File: config.mk
export PLATFORM = sky130hd
export DESIGN_NAME = ord_viol_det
export DESIGN_NICKNAME = d
export VERILOG_FILES = /design/src/rtl/ovd_pkg.sv /design/src/rtl/ovd_entry_sel.sv /design/src/rtl/ovd_blk_cmp.sv /design/src/rtl/ovd_walker.sv /design/src/rtl/ovd_viol_reg.sv /design/src/rtl/ord_viol_det.sv
export SDC_FILE = /design/constraint.sdc
export NUM_CORES = 1
export LEC_CHECK = 0
export BUFFER_PORTS_ARGS = -buffer_cell sky130_fd_sc_hd__buf_2
export CORE_AREA = 2 2 178 180
export DETAILED_ROUTE_END_ITERATION = 10
export DIE_AREA = 0 0 180 182
export GPL_ROUTABILITY_DRIVEN = 0
export HOLD_SLACK_MARGIN = 0.1
export PLACE_DENSITY = 0.46
export SYNTH_ARGS = -nofsm -noshare
export SYNTH_HDL_FRONTEND = slang
export SYNTH_HIERARCHICAL = 1
export SYNTH_SLANG_ARGS = --single-unit
export TNS_END_PERCENT = 5
File: constraint.sdc
create_clock -name clk_i -period 4.4 [get_ports clk_i]
set_clock_uncertainty 0.1 [all_clocks]
set_input_delay 0.44 -clock clk_i [delete_from_list [all_inputs] [get_ports clk_i]]
set_output_delay 0.44 -clock clk_i [all_outputs]
set_load 0.03 [all_outputs]
File: src/rtl/ovd_pkg.sv
package ovd_pkg;

  typedef enum logic {
    WS_IDLE = 1'b0,
    WS_SCAN = 1'b1
  } walk_state_e;

  // circular increment over a queue that need not be a power of two
  function automatic int unsigned wrap_inc(int unsigned idx, int unsigned depth);
    return (idx + 1 >= depth) ? 0 : idx + 1;
  endfunction

endpackage

File: src/rtl/ovd_entry_sel.sv
module ovd_entry_sel #(
  parameter int LQ_DEPTH = 8,
  parameter int ADDR_W   = 32,
  parameter int SEQ_W    = 16,
  parameter int IDX_W    = $clog2(LQ_DEPTH)
) (
  input  logic [LQ_DEPTH-1:0]        exec_i,
  input  logic [LQ_DEPTH*ADDR_W-1:0] addr_i,
  input  logic [LQ_DEPTH*SEQ_W-1:0]  seq_i,
  input  logic [IDX_W-1:0]           sel_i,
  output logic                       exec_o,
  output logic [ADDR_W-1:0]          addr_o,
  output logic [SEQ_W-1:0]           seq_o
);

  logic [ADDR_W-1:0] addr_arr [LQ_DEPTH];
  logic [SEQ_W-1:0]  seq_arr  [LQ_DEPTH];

  for (genvar g = 0; g < LQ_DEPTH; g++) begin : g_unpack
    assign addr_arr[g] = addr_i[g*ADDR_W +: ADDR_W];
    assign seq_arr[g]  = seq_i[g*SEQ_W +: SEQ_W];
  end

  logic in_range;
  assign in_range = int'(sel_i) < LQ_DEPTH;

  always_comb begin
    exec_o = 1'b0;
    addr_o = '0;
    seq_o  = '0;
    if (in_range) begin
      exec_o = exec_i[sel_i];
      addr_o = addr_arr[sel_i];
      seq_o  = seq_arr[sel_i];
    end
  end

endmodule

File: src/rtl/ovd_blk_cmp.sv
module ovd_blk_cmp #(
  parameter int ADDR_W    = 32,
  parameter int BLK_SHIFT = 8
) (
  input  logic              en_i,
  input  logic [ADDR_W-1:0] a_i,
  input  logic [ADDR_W-1:0] b_i,
  output logic              hit_o
);

  localparam int HI_W = ADDR_W - BLK_SHIFT;

  logic [HI_W-1:0] a_blk, b_blk;
  assign a_blk = a_i[ADDR_W-1:BLK_SHIFT];
  assign b_blk = b_i[ADDR_W-1:BLK_SHIFT];
  assign hit_o = en_i && (a_blk == b_blk);

endmodule

File: src/rtl/ovd_walker.sv
module ovd_walker
  import ovd_pkg::*;
#(
  parameter int LQ_DEPTH = 8,
  parameter int ADDR_W   = 32,
  parameter int IDX_W    = $clog2(LQ_DEPTH)
) (
  input  logic              clk_i,
  input  logic              rst_ni,
  input  logic              st_req_i,
  input  logic              st_size_zero_i,
  input  logic [ADDR_W-1:0] st_addr_i,
  input  logic [IDX_W-1:0]  st_lq_idx_i,
  input  logic [IDX_W-1:0]  lq_tail_i,
  input  logic              pend_i,
  input  logic              hit_i,
  output logic [IDX_W-1:0]  ptr_o,
  output logic [ADDR_W-1:0] addr_o,
  output logic              busy_o,
  output logic              done_o,
  output logic              fault_o,
  output logic              set_o,
  output logic              clr_o
);

  walk_state_e       state_q;
  logic [IDX_W-1:0]  ptr_q, tail_q;
  logic [ADDR_W-1:0] addr_q;
  logic              done_q, fault_q;
  logic              accept, at_end, scanning;

  always_comb begin
    scanning = (state_q == WS_SCAN);
    accept   = (state_q == WS_IDLE) && st_req_i && !st_size_zero_i && !pend_i;
    at_end   = (ptr_q == tail_q);
    set_o    = scanning && !at_end && hit_i;
    clr_o    = scanning && at_end;
  end

  always_ff @(posedge clk_i or negedge rst_ni) begin
    if (!rst_ni) begin
      state_q <= WS_IDLE;
      ptr_q   <= '0;
      tail_q  <= '0;
      addr_q  <= '0;
      done_q  <= 1'b0;
      fault_q <= 1'b0;
    end else begin
      done_q  <= 1'b0;
      fault_q <= 1'b0;
      unique case (state_q)
        WS_IDLE: begin
          if (accept) begin
            state_q <= WS_SCAN;
            ptr_q   <= st_lq_idx_i;
            tail_q  <= lq_tail_i;
            addr_q  <= st_addr_i;
          end
        end
        WS_SCAN: begin
          if (at_end || set_o) begin
            state_q <= WS_IDLE;
            done_q  <= 1'b1;
            fault_q <= set_o;
          end else begin
            ptr_q <= IDX_W'(wrap_inc(int'(ptr_q), LQ_DEPTH));
          end
        end
        default: state_q <= WS_IDLE;
      endcase
    end
  end

  assign ptr_o   = ptr_q;
  assign addr_o  = addr_q;
  assign busy_o  = scanning;
  assign done_o  = done_q;
  assign fault_o = fault_q;

  p_pending_blocks_r7: assert property (@(posedge clk_i) disable iff (!rst_ni)
    (!busy_o && st_req_i && pend_i) |=> !busy_o);

  p_zero_size_skip_r8: assert property (@(posedge clk_i) disable iff (!rst_ni)
    (!busy_o && st_req_i && st_size_zero_i) |=> !busy_o);

  p_busy_end_done_r10: assert property (@(posedge clk_i) disable iff (!rst_ni)
    $fell(busy_o) |-> done_o);

  p_done_single_r10: assert property (@(posedge clk_i) disable iff (!rst_ni)
    done_o |=> !done_o);

  p_ptr_range_r11: assert property (@(posedge clk_i) disable iff (!rst_ni)
    busy_o |-> (int'(ptr_o) < LQ_DEPTH));

  p_addr_held_r12: assert property (@(posedge clk_i) disable iff (!rst_ni)
    (busy_o && $past(busy_o)) |-> $stable(addr_o));

endmodule

File: src/rtl/ovd_viol_reg.sv
module ovd_viol_reg #(
  parameter int LQ_DEPTH = 8,
  parameter int SEQ_W    = 16,
  parameter int IDX_W    = $clog2(LQ_DEPTH)
) (
  input  logic             clk_i,
  input  logic             rst_ni,
  input  logic             set_i,
  input  logic [IDX_W-1:0] idx_i,
  input  logic [SEQ_W-1:0] seq_i,
  input  logic             clr_i,
  input  logic             collect_i,
  output logic             valid_o,
  output logic [IDX_W-1:0] idx_o,
  output logic [SEQ_W-1:0] seq_o
);

  logic             valid_q;
  logic [IDX_W-1:0] idx_q;
  logic [SEQ_W-1:0] seq_q;

  always_ff @(posedge clk_i or negedge rst_ni) begin
    if (!rst_ni) begin
      valid_q <= 1'b0;
      idx_q   <= '0;
      seq_q   <= '0;
    end else if (set_i) begin
      valid_q <= 1'b1;
      idx_q   <= idx_i;
      seq_q   <= seq_i;
    end else if (clr_i || collect_i) begin
      valid_q <= 1'b0;
      idx_q   <= '0;
      seq_q   <= '0;
    end
  end

  assign valid_o = valid_q;
  assign idx_o   = idx_q;
  assign seq_o   = seq_q;

  p_hold_r9: assert property (@(posedge clk_i) disable iff (!rst_ni)
    (valid_o && !collect_i && !set_i && !clr_i) |=> (valid_o && $stable(idx_o) && $stable(seq_o)));

  p_collect_clear_r9: assert property (@(posedge clk_i) disable iff (!rst_ni)
    (collect_i && !set_i) |=> (!valid_o && idx_o == '0 && seq_o == '0));

  p_no_match_clears_r6: assert property (@(posedge clk_i) disable iff (!rst_ni)
    (clr_i && !set_i) |=> !valid_o);

endmodule

File: src/rtl/ord_viol_det.sv
module ord_viol_det #(
  parameter int LQ_DEPTH  = 8,
  parameter int ADDR_W    = 32,
  parameter int SEQ_W     = 16,
  parameter int BLK_SHIFT = 8,
  localparam int IDX_W    = $clog2(LQ_DEPTH)
) (
  input  logic                       clk_i,
  input  logic                       rst_ni,
  input  logic                       st_req_i,
  input  logic                       st_size_zero_i,
  input  logic [ADDR_W-1:0]          st_addr_i,
  input  logic [IDX_W-1:0]           st_lq_idx_i,
  input  logic [IDX_W-1:0]           lq_tail_i,
  input  logic [LQ_DEPTH-1:0]        lq_exec_i,
  input  logic [LQ_DEPTH*ADDR_W-1:0] lq_addr_i,
  input  logic [LQ_DEPTH*SEQ_W-1:0]  lq_seq_i,
  input  logic                       collect_i,
  output logic                       busy_o,
  output logic                       done_o,
  output logic                       fault_o,
  output logic                       viol_valid_o,
  output logic [IDX_W-1:0]           viol_idx_o,
  output logic [SEQ_W-1:0]           viol_seq_o
);

  logic [IDX_W-1:0]  ptr;
  logic [ADDR_W-1:0] walk_addr, ent_addr;
  logic [SEQ_W-1:0]  ent_seq;
  logic              ent_exec, ent_hit, set_v, clr_v;

  ovd_entry_sel #(
    .LQ_DEPTH(LQ_DEPTH), .ADDR_W(ADDR_W), .SEQ_W(SEQ_W), .IDX_W(IDX_W)
  ) u_sel (
    .exec_i(lq_exec_i), .addr_i(lq_addr_i), .seq_i(lq_seq_i), .sel_i(ptr),
    .exec_o(ent_exec), .addr_o(ent_addr), .seq_o(ent_seq)
  );

  ovd_blk_cmp #(.ADDR_W(ADDR_W), .BLK_SHIFT(BLK_SHIFT)) u_cmp (
    .en_i(ent_exec), .a_i(ent_addr), .b_i(walk_addr), .hit_o(ent_hit)
  );

  ovd_walker #(.LQ_DEPTH(LQ_DEPTH), .ADDR_W(ADDR_W), .IDX_W(IDX_W)) u_walk (
    .clk_i(clk_i), .rst_ni(rst_ni),
    .st_req_i(st_req_i), .st_size_zero_i(st_size_zero_i), .st_addr_i(st_addr_i),
    .st_lq_idx_i(st_lq_idx_i), .lq_tail_i(lq_tail_i),
    .pend_i(viol_valid_o), .hit_i(ent_hit),
    .ptr_o(ptr), .addr_o(walk_addr), .busy_o(busy_o), .done_o(done_o),
    .fault_o(fault_o), .set_o(set_v), .clr_o(clr_v)
  );

  ovd_viol_reg #(.LQ_DEPTH(LQ_DEPTH), .SEQ_W(SEQ_W), .IDX_W(IDX_W)) u_viol (
    .clk_i(clk_i), .rst_ni(rst_ni),
    .set_i(set_v), .idx_i(ptr), .seq_i(ent_seq), .clr_i(clr_v), .collect_i(collect_i),
    .valid_o(viol_valid_o), .idx_o(viol_idx_o), .seq_o(viol_seq_o)
  );

  p_fault_sets_valid_r4: assert property (@(posedge clk_i) disable iff (!rst_ni)
    fault_o |-> viol_valid_o);

  p_fault_with_done_r4: assert property (@(posedge clk_i) disable iff (!rst_ni)
    fault_o |-> done_o);

  p_unexec_no_set_r5: assert property (@(posedge clk_i) disable iff (!rst_ni)
    (busy_o && !lq_exec_i[ptr]) |=> !fault_o);

endmodule

# Yosys cells after proc, flatten, opt, wreduce, memory -nomap -nowiden

Cells that the tools add are included.
Widths: inputs -> output; s select.

Word-level logic and storage cells: 59
Memories kept: 0
Memory bits (writable): 0
Input port bits: 435
Latch bits: 0
Bits in registers: 61
Bits in read-only memories: 0
Output and inout bits: 23

Equality and inequality tests: 4
Shift-type cells: 0
Bitwise operators: 2
Order comparisons: 3
Reductions and logical operators: 15
$add $sub $neg: 1
Muxes and demuxes: 25
$mul: 0
Divide/modulo/power cells: 0

Operators by type and width:

| kind                | number |
|---|---|
| $bmux 32 s3         | 1 |
| $mux 16             | 4 |
| $mux 32             | 2 |
| $bmux 16 s3         | 1 |
| $eq 24x24->1        | 1 |
| $mux 3              | 5 |
| $mux 1              | 9 |
| $ge 4x4->1 const B  | 2 |
| $logic_and 1x1->1   | 7 |
| $pmux 3 s2          | 1 |
| $add 3x1->4 const B | 1 |
| $lt 3x4->1 const B  | 1 |
| $not 3->4           | 1 |
| $reduce_and 2->1    | 2 |
| $bmux 1 s3          | 1 |
| $eq 3x3->1          | 1 |
| $logic_not 1->1     | 3 |
| $logic_or 1x1->1    | 2 |
| $ne 2x1->1 const B  | 1 |
| $ne 2x2->1 const B  | 1 |
| $pmux 1 s2          | 1 |
| $reduce_bool 2->1   | 1 |
| $not 1->1           | 1 |

# Depth between registers and ports, before layout

Gate-level depths: netlist of the first run.

Depth after elaboration: 10
Depth in mapped cells: 14
Depth with buffers taken out: 10

# Modules after synthesis

The synthesis of the first run kept the hierarchy.

Modules (own cells, without submodules):

| module        | area an instance (µm²) | times used | cells an instance |
|---|---|---|---|
| ovd_entry_sel | 2931.6                 | 1          | 174 |
| ovd_walker    | 1764.2                 | 1          | 193 |
| ovd_viol_reg  | 849.6                  | 1          | 66 |
| ovd_blk_cmp   | 269.0                  | 1          | 33 |

# Least setup slack after synthesis of the first run

No wires, ideal clock.

Kind: register to register
Start point: register u_walk.ptr_q[0] (netlist: u_walk/ptr_o[0])
End point: register u_viol.idx_q[0] (netlist: u_viol/idx_o[0])
Buffers on the path: 3
Library setup time: 0.121 ns
Clock period less this slack: 3.473 ns
Arrival: 3.252 ns
Data required time: 4.179 ns
Slack: 0.927 ns
Cell stages (with the launch flop): 14
Path through: dfrtp_1 -> buf_6 -> buf_2 -> mux4_2 -> mux2_2 -> xor2_1 -> nor4_1 -> nand3_1 -> nor4_2 -> nand2_1 -> nor2_1 -> buf_4 -> nor2b_1 -> a22o_1

Longest elaborated chain between the ends: 8
Elaborated cells between the ends (all ways): 16
Those cells by class: 2 x eq/ne; 6 x mux; 1 x bitwise; 7 x reduce/logical

Ends and longest elaborated chain:

| what                                               | RTL line            | RTL |
|---|---|---|
| start: declaration                                 | ovd_walker.sv:27    | `logic [IDX_W-1:0] ptr_q, tail_q;` |
| start signal: assignment                           | ovd_walker.sv:55    | `ptr_q <= st_lq_idx_i;` |
| start signal: assignment                           | ovd_walker.sv:66    | `ptr_q <= IDX_W'(wrap_inc(int'(ptr_q), LQ_DEPTH));` |
| $not 3->4 (implied by the code) *                  | ovd_entry_sel.sv:33 | `addr_o = addr_arr[sel_i];` |
| $bmux 32 s3 *                                      | ovd_entry_sel.sv:33 |  |
| $mux 32 (implied by the code) * (2 in a row)       | ovd_entry_sel.sv:33 |  |
| net ent_addr[29]                                   | ord_viol_det.sv:28  | `logic [ADDR_W-1:0] walk_addr, ent_addr;` |
| $eq 24x24->1 *                                     | ovd_blk_cmp.sv:16   | `assign hit_o = en_i && (a_blk == b_blk);` |
| $logic_and 1x1->1 *                                | ovd_blk_cmp.sv:16   |  |
| net ent_hit                                        | ord_viol_det.sv:30  | `logic ent_exec, ent_hit, set_v, clr_v;` |
| $logic_and 1x1->1 *                                | ovd_walker.sv:36    | `set_o = scanning && !at_end && hit_i;` |
| net set_v                                          | ord_viol_det.sv:30  |  |
| $mux 3 / $reduce_bool 2->1 (equally long branches) | -                   |  |
| end signal: assignment                             | ovd_viol_reg.sv:29  | `idx_q <= idx_i;` |
| end: declaration                                   | ovd_viol_reg.sv:19  | `logic [IDX_W-1:0] idx_q;` |

The timed path passes the listed nets; every way through them passes the cells marked *. The select of a mux whose other input is x is not followed.
A chain may end at the register's enable or synchronous reset.

# Worst setup path after layout of the first run

Start point: register u_walk.ptr_q[0] (netlist: u_walk/ptr_o[0])
End point: register u_viol.seq_q[4] (netlist: u_viol/seq_o[4])

Longest elaborated chain between the ends: 8
Elaborated cells between the ends (all ways): 19
Those cells by class: 2 x eq/ne; 9 x mux; 1 x bitwise; 7 x reduce/logical

Ends and longest elaborated chain:

| what                                                | RTL line            | RTL |
|---|---|---|
| $not 3->4 (implied by the code) *                   | ovd_entry_sel.sv:33 |  |
| $bmux 32 s3 *                                       | ovd_entry_sel.sv:33 |  |
| $mux 32 (implied by the code) * (2 in a row)        | ovd_entry_sel.sv:33 |  |
| net ent_addr[23]                                    | ord_viol_det.sv:28  |  |
| $eq 24x24->1 *                                      | ovd_blk_cmp.sv:16   |  |
| $logic_and 1x1->1 *                                 | ovd_blk_cmp.sv:16   |  |
| net ent_hit                                         | ord_viol_det.sv:30  |  |
| $logic_and 1x1->1 *                                 | ovd_walker.sv:36    |  |
| net set_v                                           | ord_viol_det.sv:30  |  |
| $mux 16 / $reduce_bool 2->1 (equally long branches) | -                   |  |
| end signal: assignment                              | ovd_viol_reg.sv:30  | `seq_q <= seq_i;` |
| end: declaration                                    | ovd_viol_reg.sv:20  | `logic [SEQ_W-1:0] seq_q;` |

Marked as above.

==> impl_results.md, run 1 <==
* LEAKAGE at 3.66 nW
* Met2 usage at between 20% and 30%
* Antenna violations before repair at 4
* CTS resizes at 0
* Final setup margin at around 630 ps
* Delay-heaviest family, CP: simple AND/OR/NAND/NOR gates
* Crit-path slowest cell: dfrtp_4
* Setup_tns at 0 ps
* Syn Nets at 846
* Worst EP required at between 4000 and 5000 ps
* DR WL/cell at 18.5 µm
* Slowest Stage Delay on Critical Path at 540 ps
* Final worst path period need at 3770 ps
* Postcts setup bufs at 0
* Die footprint at about 33000 µm²
* CTS Sinks at 53
* Worst path cell trace: buf_12 -> buf_4 -> mux4_2 -> mux2_2 -> xor2_1 -> nor4_1 -> nand3_1 -> nor4_2 -> buf_4 -> nand2_1 -> nor2_4 -> buf_12 -> nor2b_1 -> a22o_1
* Root Buffer: clkbuf_16
* Die Span X at between 150 and 200 µm
* RSZ-0062 raised after global routing: false
* Core area at between 30000 and 40000 µm²
* Vias in the first global route at ~5500
* Detailed placement HPWL at 18200 µm
* IO Pins at between 400 and 500
* Initial Utilization at about 16%
* Power Density at a little over 500 nW/µm²
* Status: finished, final reports clean
* CP Max Fanout at 30
* CTS tree: yes
* Period utilization at about 86%
* CTS clk-pin slew, worst paths at approximately 80 ps
* Crit. End Element: flip-flop
* Startpoint types: flip-flop
* Clk buf depth at 2
* Maximum vdd drop at roughly 0.17 mV
* Post-route ant nets at 0
* Final net count at 1214
* Die Y at ~180 µm
* Clock latency at the later pin of the worst-skew pair at 310 ps
* Worst Tran Pin Value at 967 ps
* Vias/cell at ~4.2
* Placed cell count at 1172
* Row count at 65
* Hold Vio Cnt, Final at 0
* Layout cell share with drive strength beyond 1 at 70.1%
* Multi-input logic area at around 3500 µm²
* H-tree Lvls at 2
* Met1 usage at between 10% and 20%
* Crit Path Class: flip-flop to flip-flop
* Via Count at 4946
* DRT Pass-1 Iters at 4
* DRC viols at 0
* Final slew viol count at 0
* HP Class: input port to flip-flop
* CP Data Arrival Time at a little under 4000 ps
* Largest net degree at the start of global routing at 41
* Post-synthesis instance area at between 5000 and 6000 µm²
* Gr ovfl total at 0
* Sequential cell area at between 1000 and 1500 µm²
* Worst hold margin at between 200 and 250 ps
* Final Util at between 20% and 30%
* Drt initial violations at 200
* Final setup fails at 0
* Total of max-cap violations at 0
* Ys Warns at 6
* F_max at between 200 and 300 MHz
* Port Buffers at between 300 and 400
* Gr usage total at roughly an eighth
* Finished Layout Cells at approximately 1200
* Place WS at roughly 530 ps
* Number of fill cells at between 3000 and 4000
* M3 GR Usage at ~3.5%
* CTS Buf Count at 5
* Buf/Inv on CP at 4
* Max-slew headroom at ~35%
* Mapped Cells at 410
* Global-route wire length before repair at 32400 µm
* Syn avg cell area at roughly 12 µm²
* Antenna Cells at 0
* Syn-to-layout area delta at 49.2%
* GRT Max-Usage Layer: met2
* Routed WL at around 22000 µm
## cell usage in the layout, fill, tap and decap left out, types with 2 or more instances in the layout
master	count
nand4_1	2
dfrtp_4	2
a21o_1	2
clkbuf_16	5
nor2b_1	18
buf_4	15
inv_1	3
xnor2_1	12
dfrtp_1	50
a22o_1	19
nand2_1	85
mux2_2	41
nand2b_1	2
xor2_1	15
nand3_1	4
mux4_2	82
buf_12	2
buf_2	385
nor4_1	3
nor2_1	3
## timing repair
item | 4_1_cts | 5_1_grt
setup endpoints to repair | 0 | 0
hold buffers | 1 | 0
hold endpoints to repair | 25 | 0
## registers in the layout, summed over array words and instances, names as in the netlist
| signal | count |
|---|---|
| u_viol/idx_o | 3 |
| u_walk/tail_q | 3 |
| u_walk/done_o | 1 |
| u_viol/valid_o | 1 |
| u_walk/fault_o | 1 |
| u_walk/ptr_o | 3 |
| u_viol/seq_o | 16 |
| u_walk/addr_o | 24 |
| u_walk/busy_o | 1 |
## where the power goes
| part | internal [mW] | switching, mW |
|---|---|---|
| Clock | 0.271 | 0.202 |
| Combinational | 1.41 | 1.12 |
| Sequential | 0.642 | 0.256 |
## stage by stage
stage	total power, mW	cell area, µm²
final	3.90	7570
after global routing	4.23	7570
after CTS	4.01	7570
after detailed placement	3.51	7390
after global placement	3.50	7390
after floorplan	2.80	5070
## routing by layer
metal / wire [µm] / up-vias / part of all wire [%]
li1: - / 2307 / -
met5: 44 / - / 0.20
met4: 211 / 6 / 0.97
met3: 1770 / 18 / 8.1
met2: 11300 / 280 / 52
met1: 8500 / 2335 / 39
## worst register-to-register path: cells and delay by family, from the launching register on
kind	cells	cell delay, ps
buffers and inverters	4	900
DFF	1	540
and+or+nand+nor	6	970
muxes	2	810
AOI/OAI and AO/OA	1	200
xor gates and xnor gates	1	150
## layout make-up
type	count	area share, %
Multi-Input combinational cell	312	45.8
Tap cell	402	6.64
Clock inverter	2	0.512
Clock buffer	6	1.70
Inverter	3	0.149
Timing Repair Buffer	403	27.6
Sequential cell	53	17.6
## worst paths after layout
check                           depth (start not counted)              from  slack [ps]                end
worst min-delay path                                    3     st_addr_i[31]         220  u_walk/addr_o[31]
worst max register to register                         14   u_walk/ptr_o[0]         630    u_viol/seq_o[4]
min in group asynchronous                               2            rst_ni         610   u_walk/addr_o[9]
worst min register to register                          2  u_walk/tail_q[0]         400   u_walk/tail_q[0]
worst max-delay path                                   14   u_walk/ptr_o[0]         630    u_viol/seq_o[4]
max in group asynchronous                               3            rst_ni        2740  u_walk/addr_o[13]
No activity file was read; power rests on OpenSTA's default activity.
==> inputs of run 2 (changes only) <==
Settings changed: CELL_PAD_IN_SITES_DETAIL_PLACEMENT from default to 2, CELL_PAD_IN_SITES_GLOBAL_PLACEMENT from default to 2, CORE_AREA 2 2 178 180 to 2 2 177 179, DIE_AREA 0 0 180 182 to 0 0 179 181, PLACE_DENSITY 0.46 to 0.73.
==> impl_results.md, run 2 (synthesis results as in run 1) <==
* Antenna violations before repair at 4
* Period utilization at between 80 and 90%
* Most frequent cells in the layout: buf_2, nand2_1, mux4_2
* Setup_tns at 0 ps
* H-tree Lvls at 2
* Drt initial violations at roughly 120
* Core area at slightly above 30000 µm²
* CP Max Fanout at 40
* Global-route wire length before repair at between 30000 and 40000 µm
* IO Pins at approximately 460
* Row count at 64
* Multi-input logic area at between 3000 and 4000 µm²
* Die Span X at ~180 µm
* Post-route ant nets at 0
* Final slew viol count at 0
* Syn-to-layout area delta at 49.4%
* Maximum vdd drop at ~0.16 mV
* Final Cell Area at 7580 µm²
* Detailed placement HPWL at approximately 21000 µm
* Die Y at approximately 180 µm
* DRT Pass-1 Iters at 4
* Gr usage total at approximately 15%
* Placed inst area at 7410 µm²
* Crit. End Element: flip-flop
* Hold buffer count at cts at 0
* Slowest Stage Delay on Critical Path at about 520 ps
* Via Count at 5053
* Power Density at ~520 nW/µm²
* CTS tree: yes
* Delay-heaviest family, CP: simple AND/OR/NAND/NOR gates
* RR Startpoint: u_walk/ptr_o[0]
* Max-slew headroom at between 30 and 40%
* Crit-path slowest cell: dfrtp_4
* CTS Buf Count at 5
* Worst Tran Pin Value at a little over 900 ps
* Final setup fails at 0
* CP Data Arrival Time at 4030 ps
* Startpoint types: flip-flop
* Hold Vio Cnt, Final at 0
* Worst path cell trace: buf_12 -> buf_4 -> mux4_2 -> mux2_2 -> xor2_1 -> nor4_1 -> nand3_1 -> nor4_2 -> buf_4 -> nand2_1 -> nor2_4 -> buf_12 -> and2b_1 -> a22o_1
* DRC viols at 0
* Postcts setup bufs at 0
* Gr ovfl total at 0
* Root Buffer: clkbuf_16
* Buf/Inv on CP at 4
* Final worst path period need at approximately 4000 ps
* Worst EP required at between 4000 and 5000 ps
* Die footprint at between 30000 and 40000 µm²
* Routed WL at around 24000 µm
* Vias in the first global route at 6002
* HP Class: input port to asynchronous set/reset pin
* Vias/cell at between 4 and 5
* Initial Utilization at 16.7%
* RSZ-0062 raised after global routing: false
* Reg2reg path depth at 14
* CTS clk-pin slew, worst paths at 80 ps
* Clock latency at the later pin of the worst-skew pair at 300 ps
* Reg-to-reg slack, setup at around 450 ps
* Clk buf depth at 2
* Status: finished, final reports clean
* Final net count at between 1000 and 1500
* Crit Path Class: flip-flop to flip-flop
* Number of fill cells at 3508
* CTS Sinks at 53
* Layout cell share with drive strength beyond 1 at a little over two thirds
* F_max at roughly 250 MHz
* Sequential cell area at 1340 µm²
* LEAKAGE at between 3 and 4 nW
* Most common cell after layout, fill and taps aside: buf_2
* Largest net degree at the start of global routing at a little over 40
* Worst hold margin at ~110 ps
* DR WL/cell at slightly above 20 µm
* CTS resizes at 0
* Total of max-cap violations at 0
* R2r endpoint: u_viol/seq_o[15]
* Port Buffers at 385
* Largest register FFs at 24
run 2: area by class of cell:
cell class / instances / share of cell area [%]
clock inverter: 2 / 0.462
inverter: 3 / 0.149
timing repair buffer: 404 / 27.8
multi-input combinational: 312 / 45.7
sequential: 53 / 17.6
tap: 396 / 6.53
antenna: 2 / 0.0660
clock buffer: 6 / 1.70
run 2: stage by stage:
| stage | util (%) | setup slack (ps) | instances | total power, mW |
|---|---|---|---|---|
| floorplan | - | 927 | 410 | 2.80 |
| global placement | 24.4 | 502 | 1168 | 3.50 |
| detailed placement | 24.4 | 362 | 1168 | 3.56 |
| CTS | 25.0 | 332 | 1176 | 4.06 |
| global route | 25.0 | 133 | 1178 | 4.25 |
| finish | 25.0 | 451 | 1178 | 3.91 |
run 2: metal layers:
metal,GRT usage (%),vias up,share of wire [%]
met2,28.7,296,53
met4,3.64,2,1.9
li1,-,2302,-
met3,3.64,24,9.4
met1,15.2,2429,35
met5,0,-,0.054
run 2: report_power, final:
group / total, mW / switching (mW) / internal, mW
sequential: 0.836 / 0.193 / 0.643
clock: 0.463 / 0.195 / 0.269
combinational: 2.62 / 1.20 / 1.42
total: 3.91 / 1.58 / 2.33
run 2: worst max-delay path by stage:
stage | from | end | slack [ps] | cells after the start
CTS | u_walk/ptr_o[0] | u_viol/seq_o[15] | 330 | 14
floorplan | u_walk/ptr_o[0] | u_viol/idx_o[0] | 930 | 13
global placement | u_walk/ptr_o[0] | u_viol/seq_o[0] | 500 | 15
detailed placement | u_walk/ptr_o[0] | u_viol/seq_o[15] | 360 | 14
finish | u_walk/ptr_o[0] | u_viol/seq_o[15] | 450 | 14
global route | u_walk/ptr_o[0] | u_viol/seq_o[15] | 130 | 14
run 2: worst register-to-register path: stages, from the launching register on:
cell and delay [ps]:
dfrtp_4 520, buf_12 270, buf_4 300, mux4_2 490, mux2_2 310, xor2_1 160, nor4_1 250, nand3_1 130
nor4_2 230, buf_4 210, nand2_1 120, nor2_4 140, buf_12 190, and2b_1 220, a22o_1 200
==> inputs of run 3 (changes only) <==
Clock period 4.4 ns to 4.3 ns, I/O delays scaled along.
==> impl_results.md, run 3 (synthesis results as in run 1) <==
* Row count at between 60 and 70
* Setup_tns at 0 ps
* Total of max-cap violations at 0
* Largest net degree at the start of global routing at 43
* Initial Utilization at around 17%
* Pwr Total at 4.03 mW
* Core area at 30300 µm²
* Worst Setup EP: u_viol/seq_o[15]
* Most frequent cells in the layout: buf_2, nand2_1, mux4_2
* Final setup margin at ~450 ps
* RSZ-0062 raised after global routing: false
* CP startpoint: u_walk/ptr_o[0]
* DR WL/cell at ~21 µm
* DRT Pass-1 Iters at 4
* Syn-to-layout area delta at 49.5%
* Startpoint types: flip-flop
* Most common cell after layout, fill and taps aside: buf_2
* Layout cell share with drive strength beyond 1 at about 70%
* Reg2reg path depth at 12
* Buf/Inv on CP at 3
* Vias/cell at 4.35
* DRC viols at 0
* Vias in the first global route at 6012
* Maximum vdd drop at ~0.16 mV
* Root Buffer: clkbuf_16
* Worst path cell trace: buf_12 -> mux4_2 -> mux2_2 -> xnor2_1 -> nand4_1 -> nor4_2 -> buf_4 -> nand2_1 -> nor2_4 -> buf_12 -> and2b_1 -> a22o_1
* Crit Path Class: flip-flop to flip-flop
* Clock latency at the later pin of the worst-skew pair at ~300 ps
* Crit path top cell by count: buf_12
* Routed WL at roughly 25000 µm
* R2r endpoint: u_viol/seq_o[15]
* Period utilization at 89.5%
* HP Class: input port to flip-flop
* Clk buf depth at 2
* Gr usage total at ~15%
* Die footprint at between 30000 and 40000 µm²
* CP Max Fanout at 39
* F_max at about 260 MHz
* Largest register FFs at 24
* CTS clk-pin slew, worst paths at about 80 ps
* Post-route ant nets at 0
* Worst EP required at about 4400 ps
* CP Depth at 12
* Worst Tran Pin Value at approximately 950 ps
* Drt initial violations at 106
* LEAKAGE at roughly 3.7 nW
* CTS tree: yes
* Crit. End Element: flip-flop
* Delay-heaviest family, CP: simple AND/OR/NAND/NOR gates
* Antenna violations before repair at 5
* Postcts setup bufs at 0
* CTS Sinks at 53
* Slowest Stage Delay on Critical Path at approximately 550 ps
* Via Count at ~5000
* Die Y at approximately 180 µm
* Final setup fails at 0
* Hold Vio Cnt, Final at 0
* Status: finished, final reports clean
* Gr ovfl total at 0
* Max-slew headroom at between 30% and 40%
* Place WS at about 390 ps
* Final slew viol count at 0
* Die Span X at 179 µm
* CP Data Arrival Time at approximately 4000 ps
* H-tree Lvls at 2
* Power Density at 531 nW/µm²
* RR Startpoint: u_walk/ptr_o[0]
* CTS Buf Count at 5
* Number of fill cells at 3537
* Final net count at about 1200
* Final worst path period need at 3850 ps
* IO Pins at 458
* Reg-to-reg slack, setup at 450 ps
* Detailed placement HPWL at roughly 21000 µm
* Crit-path slowest cell: mux4_2
* Port Buffers at ~390
* Global-route wire length before repair at 35800 µm
run 3: how the worst min path moves through the flow:
| stage | from | end | slack, ps | cells after the start |
|---|---|---|---|---|
| 3_5_place_dp | rst_ni | u_walk/addr_o[8] | 380 | 1 |
| 6_report | st_addr_i[16] | u_walk/addr_o[16] | 210 | 3 |
| 5_1_grt | st_addr_i[23] | u_walk/addr_o[23] | 210 | 3 |
| 2_1_floorplan | rst_ni | u_viol/idx_o[0] | 30 | 0 |
| 4_1_cts | st_addr_i[16] | u_walk/addr_o[16] | 200 | 3 |
| 3_3_place_gp | rst_ni | u_walk/addr_o[8] | 380 | 1 |
run 3: repair_timing:
| item | 4_1_cts | 5_1_grt |
|---|---|---|
| resized for setup | 0 | 0 |
| hold endpoints to repair | 22 | 0 |
| hold buffers | 1 | 0 |
run 3: cell type report:
type                       instances  area (µm²)  share of cell area (%)
clock buffer                       6         129                    1.70
multi-input combinational        312        3460                    45.7
inverter                           3        11.3                   0.148
clock inverter                     2        38.8                   0.511
tap                              396         495                    6.53
sequential                        53        1340                    17.6
timing repair buffer             404        2110                    27.8
antenna                            1        2.50                  0.0330
run 3: power breakdown:
| group | switching [mW] | internal, mW |
|---|---|---|
| combinational | 1.27 | 1.46 |
| sequential | 0.158 | 0.659 |
| clock | 0.209 | 0.277 |
run 3: per-stage QoR:
| stage | utilization [%] | hold slack [ps] | cell area, µm² | cells |
|---|---|---|---|---|
| floorplan | - | 34.4 | 5070 | 410 |
| global placement | 24.4 | 379 | 7410 | 1167 |
| global route | 25.0 | 214 | 7590 | 1177 |
| detailed placement | 24.4 | 379 | 7410 | 1167 |
| finish | 25.0 | 209 | 7590 | 1177 |
| CTS | 25.0 | 195 | 7580 | 1176 |
run 3: worst reg2reg max path, stage by stage, from the launching register on:
cell     delay, ps
dfrtp_4        520
buf_12         260
mux4_2         590
mux2_2         290
xnor2_1        260
nand4_1        310
nor4_2         340
buf_4          200
nand2_1        110
nor2_4         140
buf_12         200
and2b_1        230
a22o_1         200
run 3: routing by layer:
layer | GRT usage [%] | up-vias | wire length (µm)
met4 | 3.93 | 6 | 539
met2 | 29.3 | 278 | 13400
li1 | - | 2301 | -
met3 | 3.85 | 32 | 2140
met1 | 15.2 | 2505 | 8610
met5 | 0 | - | 46
